[src/rtl/cfl_pkg.sv]
package cfl_pkg;
    localparam int SMP_W  = 12;              // input sample width
    localparam int ROT_W  = SMP_W + 1;       // de-rotated sample width
    localparam int TAB_W  = 12;              // sine entry width
    localparam int PH_W   = 24;              // NCO phase width
    localparam int IDX_W  = 10;              // phase bits addressing the table
    localparam int QTR_AW = IDX_W - 2;
    localparam int QTR_N  = 1 << QTR_AW;
    localparam int MUL_W  = SMP_W + TAB_W + 1;
    localparam int PROD_W = 2 * ROT_W + 1;
    localparam int ERR_W  = 12;
    localparam int ERR_SH = SMP_W - 1;
    localparam int SH_W   = 5;
    localparam real HALF_PI = 1.5707963267948966;

    typedef logic signed [SMP_W-1:0] smp_t;
    typedef logic signed [ROT_W-1:0] rot_t;
    typedef logic signed [TAB_W-1:0] tab_t;
    typedef logic signed [ERR_W-1:0] err_t;
    typedef logic [PH_W-1:0]         phase_t;
    typedef logic [1:0]              psym_t;

    typedef struct packed {
        logic  vld;
        logic  pil;
        psym_t sym;
        smp_t  re;
        smp_t  im;
    } in_beat_t;

    typedef struct packed {
        logic  vld;
        logic  pil;
        psym_t sym;
        rot_t  re;
        rot_t  im;
    } rot_beat_t;

    typedef struct packed {
        rot_t re;
        rot_t im;
    } cplx_t;

    typedef struct packed {
        tab_t cs;
        tab_t sn;
    } trig_t;

    // one quarter-wave entry, sampled half a step off the axis
    function automatic tab_t qtr_entry(int k);
        real amp;
        amp = real'((1 << (TAB_W - 1)) - 1);
        return tab_t'($rtoi(amp * $sin(HALF_PI * (real'(k) + 0.5) / real'(QTR_N)) + 0.5));
    endfunction

    // rotate a pilot back by its known reference quadrant
    function automatic cplx_t strip_pilot(rot_t re, rot_t im, psym_t sym);
        cplx_t r;
        case (sym)
            2'd0:    begin r.re = re;  r.im = im;  end
            2'd1:    begin r.re = im;  r.im = -re; end
            2'd2:    begin r.re = -re; r.im = -im; end
            default: begin r.re = -im; r.im = re;  end
        endcase
        return r;
    endfunction

    function automatic err_t sat_err(logic signed [PROD_W-1:0] v);
        if (&v[PROD_W-1:ERR_W-1] || ~|v[PROD_W-1:ERR_W-1])
            return v[ERR_W-1:0];
        return v[PROD_W-1] ? {1'b1, {(ERR_W-1){1'b0}}} : {1'b0, {(ERR_W-1){1'b1}}};
    endfunction
endpackage

[src/rtl/cfl_nco.sv]
module cfl_nco
    import cfl_pkg::*;
(
    input  logic   clk,
    input  logic   rst,
    input  logic   clr,
    input  logic   step,
    input  phase_t incr,
    output phase_t phase,
    output trig_t  trig
);
    tab_t   qtab [QTR_N];
    phase_t ph_q;

    for (genvar k = 0; k < QTR_N; k++) begin : g_tab
        assign qtab[k] = qtr_entry(k);
    end

    always_ff @(posedge clk) begin
        if (rst || clr)
            ph_q <= '0;
        else if (step)
            ph_q <= ph_q + incr;
    end

    function automatic tab_t fold(logic [IDX_W-1:0] n);
        logic [QTR_AW-1:0] a;
        tab_t mag;
        a   = n[QTR_AW-1:0];
        mag = n[IDX_W-2] ? qtab[~a] : qtab[a];
        return n[IDX_W-1] ? -mag : mag;
    endfunction

    logic [IDX_W-1:0] idx_s, idx_c;
    assign idx_s = ph_q[PH_W-1 -: IDX_W];
    assign idx_c = idx_s + IDX_W'(QTR_N);

    always_comb begin
        trig.sn = fold(idx_s);
        trig.cs = fold(idx_c);
    end

    assign phase = ph_q;
endmodule

[src/rtl/cfl_derot.sv]
module cfl_derot
    import cfl_pkg::*;
(
    input  logic      clk,
    input  logic      rst,
    input  in_beat_t  din,
    input  trig_t     trig,
    output rot_beat_t dout
);
    in_beat_t  s1_q;
    trig_t     t1_q;
    rot_beat_t o_q;

    logic signed [MUL_W-1:0] xr, xi, wc, ws, acc_re, acc_im;

    always_ff @(posedge clk) begin
        if (rst) begin
            s1_q <= '0;
            t1_q <= '0;
        end else begin
            s1_q <= din;
            t1_q <= trig;
        end
    end

    always_comb begin
        xr = MUL_W'(s1_q.re);
        xi = MUL_W'(s1_q.im);
        wc = MUL_W'(t1_q.cs);
        ws = MUL_W'(t1_q.sn);
        acc_re = xr * wc + xi * ws;
        acc_im = xi * wc - xr * ws;
    end

    always_ff @(posedge clk) begin
        if (rst) begin
            o_q <= '0;
        end else begin
            o_q.vld <= s1_q.vld;
            o_q.pil <= s1_q.pil;
            o_q.sym <= s1_q.sym;
            o_q.re  <= rot_t'(acc_re >>> (TAB_W - 1));
            o_q.im  <= rot_t'(acc_im >>> (TAB_W - 1));
        end
    end

    assign dout = o_q;
endmodule

[src/rtl/cfl_fed.sv]
module cfl_fed
    import cfl_pkg::*;
(
    input  logic      clk,
    input  logic      rst,
    input  logic      clr,
    input  rot_beat_t cur,
    output logic      err_vld,
    output err_t      err
);
    cplx_t z, prev_q;
    logic  prev_pil_q;
    logic signed [PROD_W-1:0] zr, zi, pr, pi, prod;

    always_comb begin
        z    = strip_pilot(cur.re, cur.im, cur.sym);
        zr   = PROD_W'(z.re);
        zi   = PROD_W'(z.im);
        pr   = PROD_W'(prev_q.re);
        pi   = PROD_W'(prev_q.im);
        prod = zi * pr - zr * pi;
    end

    always_ff @(posedge clk) begin
        if (rst || clr)
            prev_pil_q <= 1'b0;
        else if (cur.vld)
            prev_pil_q <= cur.pil;
    end

    always_ff @(posedge clk) begin
        if (rst)
            prev_q <= '0;
        else if (cur.vld)
            prev_q <= z;
    end

    assign err     = sat_err(prod >>> ERR_SH);
    assign err_vld = cur.vld && cur.pil && prev_pil_q;
endmodule

[src/rtl/cfl_lpf.sv]
module cfl_lpf
    import cfl_pkg::*;
(
    input  logic            clk,
    input  logic            rst,
    input  logic            clr,
    input  logic            err_vld,
    input  err_t            err,
    input  logic            step,
    input  logic [SH_W-1:0] kp_sh,
    input  logic [SH_W-1:0] ki_sh,
    output phase_t          integ,
    output phase_t          incr
);
    logic signed [PH_W-1:0] e_w, integ_q, prop_q;

    assign e_w = {err, {(PH_W - ERR_W){1'b0}}};

    always_ff @(posedge clk) begin
        if (rst || clr) begin
            integ_q <= '0;
            prop_q  <= '0;
        end else if (err_vld) begin
            integ_q <= integ_q + (e_w >>> ki_sh);
            prop_q  <= e_w >>> kp_sh;
        end else if (step) begin
            prop_q  <= '0;
        end
    end

    assign integ = integ_q;
    assign incr  = integ_q + prop_q;
endmodule

[src/rtl/cfl_top.sv]
module cfl_top
    import cfl_pkg::*;
(
    input  logic                    clk,
    input  logic                    rst,
    input  logic                    clr,
    input  logic                    in_valid,
    input  logic                    in_pilot,
    input  logic [1:0]              in_psym,
    input  logic signed [SMP_W-1:0] in_i,
    input  logic signed [SMP_W-1:0] in_q,
    input  logic [SH_W-1:0]         kp_shift,
    input  logic [SH_W-1:0]         ki_shift,
    output logic                    out_valid,
    output logic                    out_pilot,
    output logic signed [ROT_W-1:0] out_i,
    output logic signed [ROT_W-1:0] out_q,
    output logic signed [PH_W-1:0]  freq_est
);
    in_beat_t  din;
    rot_beat_t rb;
    trig_t     trig;
    phase_t    nco_phase, nco_incr, integ;
    logic      err_vld;
    err_t      err;

    always_comb begin
        din.vld = in_valid;
        din.pil = in_pilot;
        din.sym = in_psym;
        din.re  = in_i;
        din.im  = in_q;
    end

    cfl_nco u_nco (
        .clk(clk), .rst(rst), .clr(clr), .step(in_valid),
        .incr(nco_incr), .phase(nco_phase), .trig(trig)
    );

    cfl_derot u_derot (
        .clk(clk), .rst(rst), .din(din), .trig(trig), .dout(rb)
    );

    cfl_fed u_fed (
        .clk(clk), .rst(rst), .clr(clr), .cur(rb),
        .err_vld(err_vld), .err(err)
    );

    cfl_lpf u_lpf (
        .clk(clk), .rst(rst), .clr(clr), .err_vld(err_vld), .err(err),
        .step(in_valid), .kp_sh(kp_shift), .ki_sh(ki_shift),
        .integ(integ), .incr(nco_incr)
    );

    assign out_valid = rb.vld;
    assign out_pilot = rb.pil;
    assign out_i     = rb.re;
    assign out_q     = rb.im;
    assign freq_est  = integ;
endmodule

[config.mk]
export PLATFORM = sky130hd
export DESIGN_NAME = cfl_top
export DESIGN_NICKNAME = d
export VERILOG_FILES = /design/src/rtl/cfl_pkg.sv /design/src/rtl/cfl_nco.sv /design/src/rtl/cfl_derot.sv /design/src/rtl/cfl_fed.sv /design/src/rtl/cfl_lpf.sv /design/src/rtl/cfl_top.sv
export SDC_FILE = /design/constraint.sdc
export NUM_CORES = 2
export LEC_CHECK = 0
export ABC_AREA = 1
export BUFFER_PORTS_ARGS = -buffer_cell sky130_fd_sc_hd__buf_2
export CORE_UTILIZATION = 52
export CTS_CLUSTER_DIAMETER = 60
export CTS_CLUSTER_SIZE = 24
export DETAILED_ROUTE_END_ITERATION = 8
export PLACE_DENSITY = 0.65
export SETUP_SLACK_MARGIN = 0.5
export SKIP_CTS_REPAIR_TIMING = 1
export SYNTH_ARGS = -nofsm -noshare
export SYNTH_HDL_FRONTEND = slang
export SYNTH_SLANG_ARGS = --single-unit
[constraint.sdc]
create_clock -name clk -period 29.8 [get_ports clk]
set_input_delay 4.47 -clock clk [delete_from_list [all_inputs] [get_ports clk]]
set_output_delay 4.47 -clock clk [all_outputs]
set_load 0.05 [all_outputs]
# --- Yosys cells after proc, flatten, opt, wreduce, memory -nomap -nowiden ---
# Memories as Yosys holds them, arrays and structs flattened.
# Cells that the tools add are included.
totals:
  elab_cells: 81
  latch_bits: 0
  mem_bits_ro: 12288
  mem_bits_rw: 0
  mem_count: 4
  reg_bits: 181
  output_inout_bits: 52
op_classes:
  n_mux: 19
  shifts: 2
  multipliers: 6
  n_addsub: 11
  bitwise_logic: 6
  reduce_logical: 9
  eq_ne: 2
  n_div: 0
  n_lt_le_gt_ge: 4
mem_list:
  columns: ["name", "depth", "word_bits", "read_ports", "rd_clocked_by_memory_dff", "write_ports", "line_no", "text"]
  rows:
  - ["(no name shown)", 256, 12, 1, 0, 0, "cfl_nco.sv:30", "mag = n[IDX_W-2] ? qtab[~a] : qtab[a];"]
  - ["(no name shown)", 256, 12, 1, 0, 0, "cfl_nco.sv:30", null]
  - ["(no name shown)", 256, 12, 1, 0, 0, "cfl_nco.sv:30", null]
  - ["(no name shown)", 256, 12, 1, 0, 0, "cfl_nco.sv:30", null]
ops:
  columns: ["op", "count"]
  rows:
  - ["$mux 12", 15]
  - ["$add 24x24->24", 4]
  - ["$mul 12x12->24", 4]
  - ["$pmux 26 s3", 1]
  - ["$mul 13x13->26", 2]
  - ["$mux 24", 2]
  - ["$sshr 24x5->24", 2]
  - ["$ge 9x9->1 const B", 4]
  - ["$not 8->9", 4]
  - ["$sub 27x27->27", 1]
  - ["$neg 13->13", 2]
  - ["$neg 12->12", 2]
  - ["$sub 24x24->24", 1]
  - ["$not 8->8", 2]
  - ["$add 10x9->10 const B", 1]
  - ["$reduce_and 5->1", 1]
  - ["$reduce_or 5->1", 1]
  - ["$eq 2x1->1 const B", 1]
  - ["$eq 2x2->1 const B", 1]
  - ["$logic_and 1x1->1", 2]
  - ["$logic_not 2->1", 1]
  - ["$logic_or 1x1->1", 2]
  - ["$reduce_bool 2->1", 1]
  - ["$logic_not 1->1", 1]
  - ["$mux 1", 1]

# --- Logic depth before layout (Yosys ltp) ---
logic_depth:
  word_depth: 11
  mapped_depth: 82
  ltp_nobuf: 81

# --- By module ---
# From an unflattened synthesis, not the netlist that was laid out.
unflattened:
  cells_unflattened: 7759
  area_unflattened_um2: 55134.1
modules_own_cells:
  columns: ["mod", "cells_per_inst", "instances", "area_per_inst_um2", "seq_area_each_um2"]
  rows:
  - ["cfl_derot", 3202, 1, 25590.8, 1641.6]
  - ["cfl_fed", 2014, 1, 16015.4, 540.5]
  - ["cfl_nco", 1444, 1, 7374.6, 480.5]
  - ["cfl_lpf", 1099, 1, 6153.4, 960.9]

# --- Worst setup path after synthesis ---
# Ideal clock, no wire load.
synth_timing:
  path_kind: "register to register"
  startpoint: "reg u_derot.o_q, in the netlist u_derot.dout[0]"
  endpoint: "reg u_lpf.integ_q[22] (netlist: u_lpf.integ[22])"
  path_stages_with_launch: 78
  t_arrival_ns: 10.920
  setup_slack_ns: 18.763
  n_path_buf: 1
  t_required_ns: 29.683
  path_cell_list: "dfxtp_1 inv_2 ha_1 nand3_1 nor3_1 inv_1 or2_1 nor3_1 nand2_1 xor2_1 nand2_1 o21ai_0 o21ai_0 o21ai_1 nor2_1 fa_1 inv_1 fa_1 [42 not listed] nand2_1 nand2_1 a21oi_1 inv_1 a21oi_1 o21ai_0 inv_1 o21ai_0 nand3_1 nand2_1 nand2_1 nand2_1 nand2_1 nand2_1 a21oi_1 o21ai_0 o211ai_1 inv_1"
synth_between:
  elab_chain_len: 11
  elab_cells_between_ends: 15
synth_rtl:
  columns: ["item", "line_no", "text"]
  rows:
  - ["start, declared", "cfl_derot.sv:12", "rot_beat_t o_q;"]
  - ["$neg 13->13", "cfl_pkg.sv:62, cfl_pkg.sv:63", null]
  - ["$pmux 26 s3 (*)", "cfl_pkg.sv:59", "case (sym)"]
  - ["$mul 13x13->26", "cfl_fed.sv:21", "prod = zi * pr - zr * pi;"]
  - ["$sub 27x27->27 (*)", "cfl_fed.sv:21", null]
  - ["$reduce_or 5->1", "cfl_pkg.sv:69", "if (&v[PROD_W-1:ERR_W-1] || ~|v[PROD_W-1:ERR_W-1])"]
  - ["$logic_not 1->1", "cfl_pkg.sv:69", null]
  - ["$logic_or 1x1->1", "cfl_pkg.sv:69", null]
  - ["$mux 1", "cfl_pkg.sv:69", null]
  - ["$mux 12 (*)", "cfl_pkg.sv:71", "return v[PROD_W-1] ? {1'b1, {(ERR_W-1){1'b0}}} : {1'b0, {(ERR_W-1){1'b1}}};"]
  - ["$sshr 24x5->24 (*)", "cfl_lpf.sv:24", "integ_q <= integ_q + (e_w >>> ki_sh);"]
  - ["$add 24x24->24 (*)", "cfl_lpf.sv:24", null]
  - ["end signal, assigned", "cfl_lpf.sv:24", null]
  - ["end, declared", "cfl_lpf.sv:15", "logic signed [PH_W-1:0] e_w, integ_q, prop_q;"]
# Mark *: on every way between the ends. The rest lies on a longest branch, timed or not. The select of a mux whose other input is x is not followed.
# A chain may end at the register's enable or synchronous reset.

# --- Final worst setup path ---
layout_timing:
  startpoint: "reg u_derot.o_q, in the netlist u_derot.dout[26]"
  endpoint: "reg u_lpf.integ_q[22] (netlist: u_lpf.integ[22])"
layout_between:
  elab_chain_len: 11
  elab_cells_between_ends: 17
layout_rtl:
  columns: ["item", "line_no"]
  rows:
  - ["$eq 2x2->1, or another cell as far along", "cfl_pkg.sv:59"]
  - ["$pmux 26 s3 (*)", "cfl_pkg.sv:59"]
  - ["$mul 13x13->26", "cfl_fed.sv:21"]
  - ["$sub 27x27->27 (*)", "cfl_fed.sv:21"]
  - ["$reduce_or 5->1", "cfl_pkg.sv:69"]
  - ["$logic_not 1->1", "cfl_pkg.sv:69"]
  - ["$logic_or 1x1->1", "cfl_pkg.sv:69"]
  - ["$mux 1", "cfl_pkg.sv:69"]
  - ["$mux 12 (*)", "cfl_pkg.sv:71"]
  - ["$sshr 24x5->24 (*)", "cfl_lpf.sv:24"]
  - ["$add 24x24->24 (*)", "cfl_lpf.sv:24"]
# Marked as above.

==> results.md <==
Yosys
• fraction of synthesized cell area taken by the top area cell type: 38.60%
• most instantiated cells after synthesis: sky130_fd_sc_hd__inv_1 (1463), sky130_fd_sc_hd__nand2_1 (1381), sky130_fd_sc_hd__fa_1 (978)
• number of enable-type register cells in the synthesized netlist: 0
• syn_nets: 8026
• largest area contributor in the netlist: sky130_fd_sc_hd__fa_1
• cells taking the most area after synthesis: sky130_fd_sc_hd__fa_1 (39%), sky130_fd_sc_hd__inv_1 (11%), sky130_fd_sc_hd__nand2_1 (10%)
• Yosys Warn Count: 0
• Syn Area/Cell: 7.694 sq um
• post-synthesis instance area: 50730 sq um
• flip-flop and latch count after synthesis: 181
• sequential area share after synthesis: 7.143%
• top-count cell post-synth: sky130_fd_sc_hd__inv_1
• post-synthesis cell count: 6593
• Synth async-reset ratio: 0%
• post-synthesis cell type count: 69
• top_reg_cell synth: sky130_fd_sc_hd__dfxtp_1

Setup path
• element type at the critical path start: flip-flop
• signal arrival time at the worst endpoint: 13.39 ns
• CP bufs+invs: 12
• Worst path top cell family by delay: compound AO/OA/AOI/OAI gates
• critical path class: flip-flop to flip-flop
• maximum fanout encountered on the critical timing path: 36
• Crit. End Element: flip-flop
• max incr delay on CP: 0.58 ns
• most frequent CP cell: sky130_fd_sc_hd__nand2_1
• Worst EP required: 30.24 ns
• cell with the biggest individual delay on the critical path: sky130_fd_sc_hd__dfxtp_1

Global routing
• largest net degree at the start of global routing: 65
• total grt overflow: 0
• first-pass GRT wire length: 245800 um
• number of global-route vias before repair: 43440
• All-Layer GR Usage: 32.32%
• antenna violations before repair: 4

Drt
• DRC violations left: 0
• wirelength, routed: 154900 um
• number of iterations in the first detailed-routing pass: 7
• average routed wire per standard cell: 19.89 um
• routed vias/inst: 5.506
• Post-DRT Antenna Nets: 0
• DRC marker count from the first detailed-route iteration: 3519
• number of vias in the routed layout: 42890

Floorplanning
• Starting Density: 52.45%
• FP Rows: 114
• CORE AREA: 96710 sq um
• I/O pin count: 93
• die width: 314.3 um
• Die Area: 98810 sq um
• Chip Height: 314.3 um

Clock network
• TritonCTS buffer count: 17
• clk buf depth: 2
• H-Tree Level Count: 4
• register clock-pin slew on the reported worst setup and hold paths: 0.09 ns
• clock tree from TritonCTS: yes
• root cell of the clock tree: sky130_fd_sc_hd__clkbuf_16
• # clock sinks: 181
• latest clock arrival within the worst-skew pair: 0.54 ns

STA
• unrepaired setup endpoints after global routing: no
• final worst setup slack: 16.85 ns
• final setup TNS: 0 ns
• Final Hold Violating Endpoints: 0
• final setup violation count: 0
• pin slew with the least headroom to its limit: 1.160 ns
• final worst clock skew: 0.02600 ns
• shortest clock period the worst path allows after layout: 12.95 ns
• highest achievable clock rate: 77.22 MHz
• number of max-slew violations in the final report: 0
• headroom to the max-slew limit: 22.13%
• crit share post-route: 43.46%

Run
• number of violations of the max-capacitance limit: 0

Worst hold path
• Hold WC Path Type: flip-flop to flip-flop

Layout
• Core Util, Final: 54.44%
• Area growth, synth to finish: 3.776%
• final net count: 7934
• share of layout cells above drive strength 1: 4.698%
• antenna fix cells: 0

Placed design
• final weighted congestion of routability-driven global placement: 0.9516
• worst-case setup slack after placement: 17.02 ns
• post-detail-place hpwl: 122200 um
• Port Buffers: 92

Status
• status: complete, no violations

-- logic make-up (layout without fill, tap and decap cells) --
group | after synthesis | count (layout) | share of synthesized area, %
simple gates | 2180 | 2180 | 17.42
buf+inv | 1779 | 1700 | 13.70
fa+ha+maj | 1392 | 1392 | 48.81
compound gates | 886 | 886 | 9.908
flops | 181 | 181 | 7.143
xor+xnor | 174 | 174 | 3.004
mux | 1 | 1 | 0.01973
-- per-stage QoR --
stage               hold WS, ns  cell area (sq um)  cells
floorplan                0.3883              50730   6593
global placement         0.3895              52020   7758
detailed placement       0.3846              52020   7758
CTS                      0.3969              52640   7790
global route             0.4244              52640   7790
finish                   0.3965              52640   7790
-- layout by cell type, fill, tap and decap left out, types with 31 or more instances in the layout --
cell type                  instances
sky130_fd_sc_hd__inv_1          1462
sky130_fd_sc_hd__nand2_1        1381
sky130_fd_sc_hd__fa_1            978
sky130_fd_sc_hd__nor2_1          459
sky130_fd_sc_hd__ha_1            414
sky130_fd_sc_hd__a21oi_1         320
sky130_fd_sc_hd__o21ai_0         277
sky130_fd_sc_hd__nand3_1         213
sky130_fd_sc_hd__dfxtp_1         178
sky130_fd_sc_hd__buf_2            91
sky130_fd_sc_hd__xor2_1           87
sky130_fd_sc_hd__xnor2_1          87
sky130_fd_sc_hd__o21ai_1          75
sky130_fd_sc_hd__buf_4            69
sky130_fd_sc_hd__o211ai_1         39
sky130_fd_sc_hd__nor3_1           34
sky130_fd_sc_hd__inv_2            31
-- worst min-delay path, delay by kind of cell (launching register included) --
family / cells / cell delay [ns]
simple gates: 1 / 0.03
buf+inv: 1 / 0.04
flops: 1 / 0.30
-- path summary, 6_finish.rpt --
| path | startpoint | to | slack, ns | cells past startpoint |
|---|---|---|---|---|
| max | u_derot.dout[26] | u_lpf.integ[22] | 16.85 | 75 |
| min | u_derot.s1_q[27] | u_derot.dout[29] | 0.40 | 2 |
| max reg2reg | u_derot.dout[26] | u_lpf.integ[22] | 16.85 | 75 |
| min reg2reg | u_derot.s1_q[27] | u_derot.dout[29] | 0.40 | 2 |
-- registers in the layout, indices dropped and copies added (netlist names) --
name	flops
u_derot.dout	30
u_derot.s1_q	28
u_derot.t1_q	24
u_lpf.integ	24
u_lpf.prop_q	24
u_nco.phase	24
u_fed.pi	13
u_fed.pr	13
u_fed.prev_pil_q	1
-- area by class of cell --
cell class              instances  area, sq um
clock buffers                  17        425.4
repair buffers                160        973.4
well taps                    1276         1597
flip-flops and latches        181         3627
clock inverters                15        192.7
inverters                    1508         5670
multi-input cells            4633        40160
fillers                      9421        44060
-- metal layers --
metal	part of all wire (%)	up-vias	global-route usage (%)	wire (um)
li1	-	19750	-	-
met4	3.5	4	11.19	5412
met3	7.8	334	5.514	12080
met5	0.017	-	0	27
met1	43	21060	44.21	65860
met2	46	1747	51.82	71540
Power is left out: the tool's default activity adds up to more than one toggle a clock period on the data nets, which glitch-free logic cannot reach.
